$ cat config.mk
export PLATFORM = sky130hd
export DESIGN_NAME = tx_desc_dma
export DESIGN_NICKNAME = d
export VERILOG_FILES = /design/src/rtl/tx_desc_pkg.sv /design/src/rtl/tx_desc_regs.sv /design/src/rtl/tx_desc_wb_fmt.sv /design/src/rtl/tx_desc_walker.sv /design/src/rtl/tx_desc_dma.sv
export SDC_FILE = /design/constraint.sdc
export NUM_CORES = 1
export LEC_CHECK = 0
export ABC_AREA = 1
export CORE_ASPECT_RATIO = 0.9
export CORE_UTILIZATION = 55
export DETAILED_ROUTE_END_ITERATION = 16
export HOLD_SLACK_MARGIN = 0.1
export PLACE_DENSITY = 0.76
export SLEW_MARGIN = 5
export SYNTH_ARGS = -nofsm -noshare
export SYNTH_HDL_FRONTEND = slang
export SYNTH_SLANG_ARGS = --single-unit
$ cat constraint.sdc
create_clock -name clk -period 2.7 [get_ports clk]
set_input_delay 0.405 -clock clk [delete_from_list [all_inputs] [get_ports clk]]
set_output_delay 0.405 -clock clk [all_outputs]
set_load 0.03 [all_outputs]
$ cat src/rtl/tx_desc_pkg.sv
package tx_desc_pkg;
  // byte offsets of the descriptor words the engine touches
  localparam int OFS_BUF   = 0;
  localparam int OFS_NXT   = 8;
  localparam int OFS_NXTHI = 12;
  localparam int OFS_LEN   = 16;
  localparam int OFS_CTRL  = 20;

  // control / status word bits
  localparam int B_OWN   = 31;
  localparam int B_OK    = 30;
  localparam int B_RETRY = 26;
  localparam int B_UNDER = 25;
  localparam int B_LATE  = 24;
  localparam int B_SOF   = 1;
  localparam int B_EOF   = 0;
  localparam int B_LAST  = 31;

  // register port
  localparam logic [1:0] SEL_PTR   = 2'd0;
  localparam logic [1:0] SEL_START = 2'd1;
  localparam logic [1:0] SEL_CTL   = 2'd2;
  localparam int B_VALID = 31;
  localparam int B_GO    = 15;
  localparam int B_QEN   = 0;

  typedef enum logic [3:0] {
    ST_IDLE, ST_CTRL, ST_BUF, ST_NXL, ST_NXH, ST_LEN, ST_FILL, ST_EMIT, ST_WB
  } walk_st_t;
endpackage

$ cat src/rtl/tx_desc_regs.sv
module tx_desc_regs
  import tx_desc_pkg::*;
#(
  parameter int ADDR_W = 32
) (
  input  logic              clk,
  input  logic              rst_n,
  input  logic              cfg_we,
  input  logic [1:0]        cfg_sel,
  input  logic [31:0]       cfg_wdata,
  output logic [ADDR_W-1:0] ptr_lo,
  output logic              start_pls,
  output logic              run_en
);
  logic [ADDR_W-1:0] ptr_q, ptr_d;
  logic              go_q, go_d, qen_q, qen_d, start_q, start_d;
  logic              ptr_en, ctl_en;

  always_comb begin
    ptr_en  = cfg_we && (cfg_sel == SEL_PTR);
    ctl_en  = cfg_we && (cfg_sel == SEL_CTL);
    ptr_d   = cfg_wdata[ADDR_W-1:0];
    go_d    = cfg_wdata[B_GO];
    qen_d   = cfg_wdata[B_QEN];
    start_d = cfg_we && (cfg_sel == SEL_START) && cfg_wdata[B_VALID];
  end

  always_ff @(posedge clk or negedge rst_n) begin
    if (!rst_n) begin
      ptr_q   <= '0;
      go_q    <= 1'b0;
      qen_q   <= 1'b0;
      start_q <= 1'b0;
    end else begin
      if (ptr_en) ptr_q <= ptr_d;
      if (ctl_en) begin
        go_q  <= go_d;
        qen_q <= qen_d;
      end
      start_q <= start_d;
    end
  end

  assign ptr_lo    = ptr_q;
  assign start_pls = start_q;
  assign run_en    = go_q && qen_q;
endmodule

$ cat src/rtl/tx_desc_wb_fmt.sv
module tx_desc_wb_fmt
  import tx_desc_pkg::*;
(
  input  logic [31:0] ctrl_word,
  input  logic [2:0]  err_word,
  output logic [31:0] wb_word
);
  always_comb begin
    wb_word          = ctrl_word;
    wb_word[B_OWN]   = 1'b0;
    wb_word[B_OK]    = (err_word == 3'b000);
    wb_word[B_RETRY] = err_word[0];
    wb_word[B_UNDER] = err_word[1];
    wb_word[B_LATE]  = err_word[2];
  end
endmodule

$ cat src/rtl/tx_desc_walker.sv
module tx_desc_walker
  import tx_desc_pkg::*;
#(
  parameter int ADDR_W = 32,
  parameter int LEN_W  = 16
) (
  input  logic              clk,
  input  logic              rst_n,
  input  logic              start_pls,
  input  logic              run_en,
  input  logic [ADDR_W-1:0] ptr_lo,
  output logic              mem_req,
  output logic              mem_we,
  output logic [ADDR_W-1:0] mem_addr,
  input  logic              mem_ack,
  input  logic [31:0]       mem_rdata,
  output logic              tx_valid,
  output logic [7:0]        tx_data,
  output logic              tx_sof,
  output logic              tx_eof,
  input  logic              tx_ready,
  input  logic [2:0]        err_in,
  output logic [31:0]       ctrl_word,
  output logic [2:0]        err_word,
  output logic              q_stopped
);
  localparam int LANE_W = 2;

  walk_st_t          st_q, st_d;
  logic [ADDR_W-1:0] desc_q, desc_d, cur_q, cur_d, nxt_q, nxt_d;
  logic [LEN_W-1:0]  rem_q, rem_d;
  logic [31:0]       ctrl_q, ctrl_d, word_q, word_d;
  logic [2:0]        err_q, err_d;
  logic              armed_q, armed_d, stop_q, stop_d;
  logic              last_q, last_d, first_q, first_d;
  logic [LANE_W-1:0] lane;
  logic              beat_go, final_beat;

  // memory request decode
  always_comb begin
    mem_req  = 1'b1;
    mem_we   = 1'b0;
    mem_addr = desc_q + ADDR_W'(OFS_CTRL);
    case (st_q)
      ST_CTRL: mem_addr = desc_q + ADDR_W'(OFS_CTRL);
      ST_BUF:  mem_addr = desc_q + ADDR_W'(OFS_BUF);
      ST_NXL:  mem_addr = desc_q + ADDR_W'(OFS_NXT);
      ST_NXH:  mem_addr = desc_q + ADDR_W'(OFS_NXTHI);
      ST_LEN:  mem_addr = desc_q + ADDR_W'(OFS_LEN);
      ST_FILL: mem_addr = {cur_q[ADDR_W-1:LANE_W], {LANE_W{1'b0}}};
      ST_WB: begin
        mem_we   = 1'b1;
        mem_addr = desc_q + ADDR_W'(OFS_CTRL);
      end
      default: mem_req = 1'b0;
    endcase
  end

  // stream side
  always_comb begin
    lane       = cur_q[LANE_W-1:0];
    final_beat = (rem_q == LEN_W'(1));
    tx_valid   = (st_q == ST_EMIT);
    tx_data    = word_q[{lane, 3'b000} +: 8];
    tx_sof     = tx_valid && first_q && ctrl_q[B_SOF];
    tx_eof     = tx_valid && final_beat && ctrl_q[B_EOF];
    beat_go    = tx_valid && tx_ready;
  end

  // next state
  always_comb begin
    st_d    = st_q;    desc_d  = desc_q;  cur_d   = cur_q;   nxt_d  = nxt_q;
    rem_d   = rem_q;   ctrl_d  = ctrl_q;  word_d  = word_q;  err_d  = err_q;
    armed_d = armed_q; stop_d  = stop_q;  last_d  = last_q;  first_d = first_q;
    case (st_q)
      ST_IDLE: begin
        if (start_pls) begin
          desc_d  = ptr_lo;
          armed_d = 1'b1;
          stop_d  = 1'b0;
        end else if (armed_q && run_en) begin
          st_d = ST_CTRL;
        end
      end
      ST_CTRL: if (mem_ack) begin
        ctrl_d = mem_rdata;
        if (!mem_rdata[B_OWN]) begin
          st_d    = ST_IDLE;
          armed_d = 1'b0;
          stop_d  = 1'b1;
        end else begin
          st_d = ST_BUF;
        end
      end
      ST_BUF: if (mem_ack) begin
        cur_d = mem_rdata[ADDR_W-1:0];
        st_d  = ST_NXL;
      end
      ST_NXL: if (mem_ack) begin
        nxt_d = mem_rdata[ADDR_W-1:0];
        st_d  = ST_NXH;
      end
      ST_NXH: if (mem_ack) begin
        last_d = mem_rdata[B_LAST];
        st_d   = ST_LEN;
      end
      ST_LEN: if (mem_ack) begin
        rem_d   = mem_rdata[LEN_W-1:0];
        first_d = 1'b1;
        if (mem_rdata[LEN_W-1:0] == '0) begin
          st_d  = ST_WB;
          err_d = err_in;
        end else begin
          st_d = ST_FILL;
        end
      end
      ST_FILL: if (mem_ack) begin
        word_d = mem_rdata;
        st_d   = ST_EMIT;
      end
      ST_EMIT: if (beat_go) begin
        rem_d   = rem_q - LEN_W'(1);
        cur_d   = cur_q + ADDR_W'(1);
        first_d = 1'b0;
        if (final_beat) begin
          st_d  = ST_WB;
          err_d = err_in;
        end else if (&lane) begin
          st_d = ST_FILL;
        end
      end
      ST_WB: if (mem_ack) begin
        st_d = ST_IDLE;
        if (last_q) begin
          armed_d = 1'b0;
          stop_d  = 1'b1;
        end else begin
          desc_d = nxt_q;
        end
      end
      default: st_d = ST_IDLE;
    endcase
  end

  always_ff @(posedge clk or negedge rst_n) begin
    if (!rst_n) begin
      st_q    <= ST_IDLE;
      desc_q  <= '0;  cur_q  <= '0;  nxt_q  <= '0;  rem_q  <= '0;
      ctrl_q  <= '0;  word_q <= '0;  err_q  <= '0;
      armed_q <= 1'b0; stop_q <= 1'b0; last_q <= 1'b0; first_q <= 1'b0;
    end else begin
      st_q    <= st_d;
      desc_q  <= desc_d;  cur_q  <= cur_d;  nxt_q  <= nxt_d;  rem_q  <= rem_d;
      ctrl_q  <= ctrl_d;  word_q <= word_d; err_q  <= err_d;
      armed_q <= armed_d; stop_q <= stop_d; last_q <= last_d; first_q <= first_d;
    end
  end

  assign ctrl_word = ctrl_q;
  assign err_word  = err_q;
  assign q_stopped = stop_q;

  AST_MEM_HOLD: assert property (@(posedge clk) disable iff (!rst_n)
    mem_req && !mem_ack |=> mem_req && $stable(mem_addr) && $stable(mem_we));
  AST_TX_HOLD: assert property (@(posedge clk) disable iff (!rst_n)
    tx_valid && !tx_ready |=> tx_valid && $stable(tx_data) && $stable(tx_sof) && $stable(tx_eof));
  AST_IDLE_GATE: assert property (@(posedge clk) disable iff (!rst_n)
    (st_q == ST_IDLE) && !run_en |=> !mem_req);
endmodule

$ cat src/rtl/tx_desc_dma.sv
module tx_desc_dma
  import tx_desc_pkg::*;
#(
  parameter int ADDR_W = 32,
  parameter int LEN_W  = 16
) (
  input  logic              clk,
  input  logic              rst_n,
  input  logic              cfg_we,
  input  logic [1:0]        cfg_sel,
  input  logic [31:0]       cfg_wdata,
  output logic              mem_req,
  output logic              mem_we,
  output logic [ADDR_W-1:0] mem_addr,
  output logic [31:0]       mem_wdata,
  input  logic              mem_ack,
  input  logic [31:0]       mem_rdata,
  output logic              tx_valid,
  output logic [7:0]        tx_data,
  output logic              tx_sof,
  output logic              tx_eof,
  input  logic              tx_ready,
  input  logic [2:0]        tx_err,
  output logic              q_stopped
);
  logic [ADDR_W-1:0] ptr_lo;
  logic              start_pls, run_en;
  logic [31:0]       ctrl_word;
  logic [2:0]        err_word;

  tx_desc_regs #(.ADDR_W(ADDR_W)) u_regs (
    .clk(clk), .rst_n(rst_n), .cfg_we(cfg_we), .cfg_sel(cfg_sel), .cfg_wdata(cfg_wdata),
    .ptr_lo(ptr_lo), .start_pls(start_pls), .run_en(run_en)
  );

  tx_desc_walker #(.ADDR_W(ADDR_W), .LEN_W(LEN_W)) u_walk (
    .clk(clk), .rst_n(rst_n), .start_pls(start_pls), .run_en(run_en), .ptr_lo(ptr_lo),
    .mem_req(mem_req), .mem_we(mem_we), .mem_addr(mem_addr), .mem_ack(mem_ack),
    .mem_rdata(mem_rdata), .tx_valid(tx_valid), .tx_data(tx_data), .tx_sof(tx_sof),
    .tx_eof(tx_eof), .tx_ready(tx_ready), .err_in(tx_err), .ctrl_word(ctrl_word),
    .err_word(err_word), .q_stopped(q_stopped)
  );

  tx_desc_wb_fmt u_fmt (
    .ctrl_word(ctrl_word), .err_word(err_word), .wb_word(mem_wdata)
  );

  AST_WB_OWNER_CLEAR: assert property (@(posedge clk) disable iff (!rst_n)
    mem_req && mem_we |-> !mem_wdata[B_OWN]);
  AST_WB_OK_EXCL: assert property (@(posedge clk) disable iff (!rst_n)
    mem_req && mem_we |-> (mem_wdata[B_OK] != (mem_wdata[B_RETRY] || mem_wdata[B_UNDER] || mem_wdata[B_LATE])));
endmodule

-- Word level (Yosys, flattened, before mapping)
Cells that the tools add are included.
- add/subtract/negate cells: 6
- eq/ne operators: 28
- shift operators: 1
- multiplexer cells: 48
- reductions and logical operators: 31
- operator list (kind ; number):
    two-way mux 32 bit ; 5
    case mux 32 bit (5 select lines) ; 1
    case mux 32 bit (2 select lines) ; 2
    adder 32 x 4 -> 32 bit (second input constant) ; 2
    adder 32 x 5 -> 32 bit (second input constant) ; 2
    two-way mux 4 bit ; 13
    case mux 4 bit (9 select lines) ; 1
    adder 32 x 1 -> 32 bit (second input constant) ; 1
    two-way mux 16 bit ; 2
    case mux 16 bit (2 select lines) ; 1
    variable part select 32 x 6 -> 8 bit ; 1
    inequality test 2 bit (second input constant) ; 11
    == test 16 x 1 -> 1 bit (second input constant) ; 1
    == test 4 x 3 -> 1 bit (second input constant) ; 4
    logical NOT 16 bit ; 1
    subtractor 16 x 1 -> 16 bit (second input constant) ; 1
    two-way mux 1 bit ; 14
    two-way mux 3 bit ; 4
    logical AND 1 bit ; 11
    AND reduction 11 bit ; 1
    inequality test 2 x 1 -> 1 bit (second input constant) ; 5
    AND reduction 2 bit ; 5
    == test 4 x 2 -> 1 bit (second input constant) ; 2
    OR reduction 7 bit ; 1
    18 further kinds ; 22
- flip-flop bits (word level): 220
- input port bits: 74
- output and inout bits: 78
- logic and storage cells: 130

-- Depth between registers and ports, before layout
- depth in word-level cells: 5
- gate-level depth with buffers: 17
- gate-level depth less buffers: 17

-- Cells and area by module
From an unflattened synthesis, not the netlist that was laid out.
- cell total of the unflattened synthesis: 1888
- area, all modules: 13260.2 um^2
- by module, submodules not included (module ; times used ; cells an instance ; area each (um^2) ; sequential area each (um^2)):
    tx_desc_walker ; 1 ; 1697 ; 11576.1 ; 4679.5
    tx_desc_regs ; 1 ; 155 ; 1430.1 ; 875.8
    tx_desc_wb_fmt ; 1 ; 36 ; 254.0 ; 0.0

-- Least setup slack after synthesis
OpenSTA, ideal clock, no wires.
- path type: reg-to-output
- from: register u_walk.st_q[0]
- to: output mem_addr[6]
- arrival: 2.227 ns
- data required time: 2.295 ns
- path slack: 0.068 ns
- cell stages (with the launch flop): 12
- path buffers: 0
- cell sequence: dfrtp_1 > nor2_4 > nand3_2 > nand2_1 > inv_1 > ha_1 > inv_1 > nand2_2 > nand3_2 > nand2_2 > xor2_1 > o21ai_0
- longest elaborated chain between the ends: 2
- elaborated cells between the ends (all ways): 6
- classes of those cells: eq/ne: 5; mux: 1
- RTL lines (what ; RTL line ; source):
    start, declared ; tx_desc_walker.sv:29 ; walk_st_t st_q, st_d;
    start signal, assigned ; tx_desc_walker.sv:152 ; st_q <= st_d;
    == test 4 x 3 -> 1 bit or == test 4 x 2 -> 1 bit (tied branches) ; tx_desc_walker.sv:44 ; case (st_q)
    case mux 32 bit (5 select lines) (*) ; tx_desc_walker.sv:44 ;
    end, declared ; tx_desc_dma.sv:14 ; output logic [ADDR_W-1:0] mem_addr,
Mark *: on every way between the ends. The rest lies on a longest branch, timed or not.

-- Final worst setup path
- from: register u_walk.st_q[0]
- to: output mem_addr[29]
The elaborated chain is that of the path after synthesis.

==> metrics.cfg <==
[status]
status=finished with violations
violations=setup timing

[detailed_routing]
drt_iter0_markers=1963
dr.pass1.iters=7
wl_um=49800
vias=13900
avgRoutedWirePerCell_um=21.6
vias_per_cell=6.04
drc=0
drtAntennaViolNets=0

[synth]
synth.cell_area_um2=13000
seq_area_frac_synth_pct=41.7
synth_top_family_by_area=simple AND/OR/NAND/NOR gates
synth_xor_area_share_pct=1.48
synthArstFlopShare_pct=100
synthMuxAreaShare_pct=2.51
yosysWarnings=0
synthSimpleGateAreaFrac_pct=28.4
synth_fa_ha_area_share_pct=0.672
synth_cells=1766
synth-edff-count=0
yosysUniqueCellTypes=46
synth-main-ff-cell=dfrtp_1
ys_ff_latch=217
avgSynthCellArea_um2=7.38
syn-num-nets=1847
synth_compound_area_share_pct=16.3

[layout]
multi_input_area_um2=6840
final_net_count=2069
area_delta_synth_final_pct=29.7
final-seq-area_um2=5450
postLayoutCellArea_um2=16900
insertedDiodeCount=0
final_layout_size_suffix_gt1_share_pct=18.6
final_util_pct=72.6
fill_cells=1825

[floorplan]
die_h_um=148
dieWidth_um=164
core_um2=23300
dieArea_um2=24300
ios=152
start_util_pct=56.0
rows=53

[run]
max-cap-violations=0

[sta]
fin_ws_ns=-0.371
clock_skew_ns=0.0119
worst_pin_slew_ns=0.737
hold_viol_final=0
period_needed_ns=3.07
fin_crit_sh_pct=114
tns_ns=-8.47
hold_slack_ns=0.427
relSlewSlack_pct=50.9
rsz0062_at_grt=true
slew_violations=0
setup_violations=30
fmax_mhz=326

[power_and_ir_drop]
seq_power_share_pct=26.8
power_density_nw_per_um2=1370
power_switching_mw=11.2
internal_power_mw=12.0
p_leak_nw=7.74
sw_frac_of_total_pct=48.3
p_comb_share_pct=58.3
peakVddDrop_mv=1.05
pwr-share-clk_pct=14.9

[grt]
grt_pass1_vias=12900
grt_pass1_wl_um=74000
grtUsageTotal_pct=40.7
grt_max_degree=88
grt_overflow_total=0
antenna_found_initial=1

[cts]
tritoncts=yes
worst_setup_hold_path_clk_slew_ns=0.07
root_buffer=clkbuf_16
insertion_delay_ns=0.54
cts_sinks=217
numCtsBuffers=23
htreeDepth=1
clk_path_buf_depth=3

[worst_hold_path]
worst_hold_path.num_cells=3
hold_start=tx_err[0]
holdPathEnd=u_walk.err_word[0]
hold_path_class=in -> reg

[placement]
io_buffers=150
place_area_um2=15100
gp_congestion=0.989
hpwl_um=35200
pre_cts_slack_ns=0.0147

[critical_path]
reg2reg_slack_ns=0.18
cp_common_cell=nand2_2
r2r-start=u_walk.st_q[0]
cp_slowest_cell=dfrtp_1
crit_chain=nor2_4 > nand2_4 > ha_4 > nand4_1 > nand2_2 > inv_4 > nand2_8 > buf_4 > nand3_2 > xor2_1 > nand2_1 > nand2_2 > buf_12
reg2reg_depth=13
cp_num_buf_inv=3
critPathMaxFanout=5
slowest_delay_ns=0.44
arrival_ns=2.67
required_ns=2.30
crit_family=simple AND/OR/NAND/NOR gates
r2r_end=u_walk.desc_q[12]
worstSetupStartpointType=flop
critical_path_class=reg -> out
cp-end-kind=primary output

[cell usage in the layout, fill, tap and decap left out, types with 38 or more instances in the layout]
master and count:
inv_1 166, a31oi_1 47, buf_4 99, o21ai_1 38, o21ai_0 140, nor2_1 172
nand2_1 449, clkdlybuf4s50_1 104, nand3_1 88, dfrtp_1 204, a21oi_1 53
[worst max-delay path by stage]
stage                    from      endpoint  slack (ns)  cells after the start
4_1_cts        u_walk.st_q[2]   mem_addr[7]       -0.20                     12
5_1_grt        u_walk.st_q[0]  mem_addr[19]       -0.43                     14
2_1_floorplan  u_walk.st_q[0]   mem_addr[6]        0.07                     11
3_3_place_gp   u_walk.st_q[3]  mem_addr[13]        0.07                     13
3_5_place_dp   u_walk.st_q[3]  mem_addr[13]        0.01                     13
6_report       u_walk.st_q[0]  mem_addr[29]       -0.37                     13
[registers in the layout, summed over array words and instances, names as in the netlist]
signal            cells
u_regs.ptr_lo        32
u_walk.word_q        32
u_walk.ctrl_word     27
u_walk.armed_q        1
u_regs.start_pls      1
u_walk.nxt_q         32
u_walk.st_q           4
u_walk.rem_q         16
u_walk.desc_q        32
u_regs.qen_q          1
u_walk.first_q        1
u_walk.q_stopped      1
u_regs.go_q           1
u_walk.err_word       3
u_walk.last_q         1
u_walk.cur_q         32
[final cells by class]
type	instances	area share [%]
Multi-Input combinational cell	1286	40.5
Sequential cell	217	32.2
Timing Repair Buffer	268	15.7
Inverter	192	4.46
Clock buffer	32	3.90
Tap cell	302	2.24
Clock inverter	10	0.992
[stage by stage]
step / std cells / total power [mW]
6_report: 2307 / 23.2
2_1_floorplan: 1766 / 13.1
3_3_place_gp: 2218 / 17.5
3_5_place_dp: 2218 / 17.7
4_1_cts: 2290 / 22.3
5_1_grt: 2307 / 24.4
[kinds of logic (layout without fill, tap and decap cells)]
kind of cell             count (synthesis)  after routing
other                                    1              1
AO/OA/AOI/OAI                          369            369
flip-flops                             217            217
AND/OR/NAND/NOR                        857            858
XOR/XNOR                                22             22
adder cells (fa/ha/maj)                  7              7
buffers and inverters                  264            502
multiplexers                            29             29
[synth_stat cells, types with 2 or more instances]
master | number | area, um2
o21a_1 | 27 | 203
o21ai_0 | 146 | 731
nand3b_1 | 2 | 15.0
xor2_1 | 20 | 175
dfrtp_1 | 217 | 5430
buf_6 | 14 | 158
nand2_4 | 6 | 67.6
nand2_2 | 13 | 81.3
nor2_8 | 2 | 40.0
a32oi_1 | 2 | 17.5
o21ai_2 | 4 | 35.0
o31ai_1 | 4 | 30.0
nand3_1 | 95 | 475
nor2_1 | 180 | 676
buf_2 | 28 | 140
a22oi_1 | 6 | 45.0
a221oi_1 | 2 | 17.5
clkbuf_2 | 2 | 10.0
o21ai_1 | 36 | 180
a21oi_2 | 2 | 17.5
o211ai_1 | 10 | 75.1
o22ai_1 | 18 | 113
nand3_2 | 7 | 70.1
clkinv_1 | 2 | 7.51
ha_1 | 7 | 87.6
o221ai_1 | 4 | 35.0
inv_1 | 174 | 653
inv_2 | 16 | 60.1
mux2_2 | 29 | 327
buf_4 | 8 | 60.1
nand2_1 | 474 | 1780
nor2_2 | 8 | 50.1
clkbuf_1 | 20 | 75.1
xnor2_1 | 2 | 17.5
nor4_1 | 6 | 37.5
nor3_1 | 27 | 135
a21oi_1 | 58 | 290
a31oi_1 | 47 | 294
nand4_1 | 28 | 175
nor2_4 | 7 | 78.8
[tightest hold or removal path, stage by stage]
cell             delay, ns
clkdlybuf4s50_1       0.40
inv_1                 0.05
o21ai_1               0.06
[layer usage]
layer  up-vias  global-route usage, %  wire, um
met3       153                   10.9      5700
met5         -                      0        45
met1      6613                   55.6     19600
met4         2                   17.9      2470
met2       899                   60.6     22000
li1       6276                      -         -
[power by group through the flow]
stage / Clock [mW] / Combinational (mW) / Sequential (mW)
finish: 3.47 / 13.5 / 6.21
global route: 3.61 / 14.4 / 6.30
CTS: 3.47 / 12.7 / 6.09
detailed placement: 0 / 11.6 / 6.10
global placement: 0 / 11.4 / 6.06
floorplan: 0 / 7.05 / 6.00
[what timing repair did]
action                     4_1_cts  5_1_grt
setup endpoints to repair       41       36
gates resized for setup        123       66
hold endpoints to repair        81        0
pin swaps                       29       17
hold buffers                     1        0
buffers inserted                28       16
gates cloned                     1        1
(Power assumes the default switching activity.)
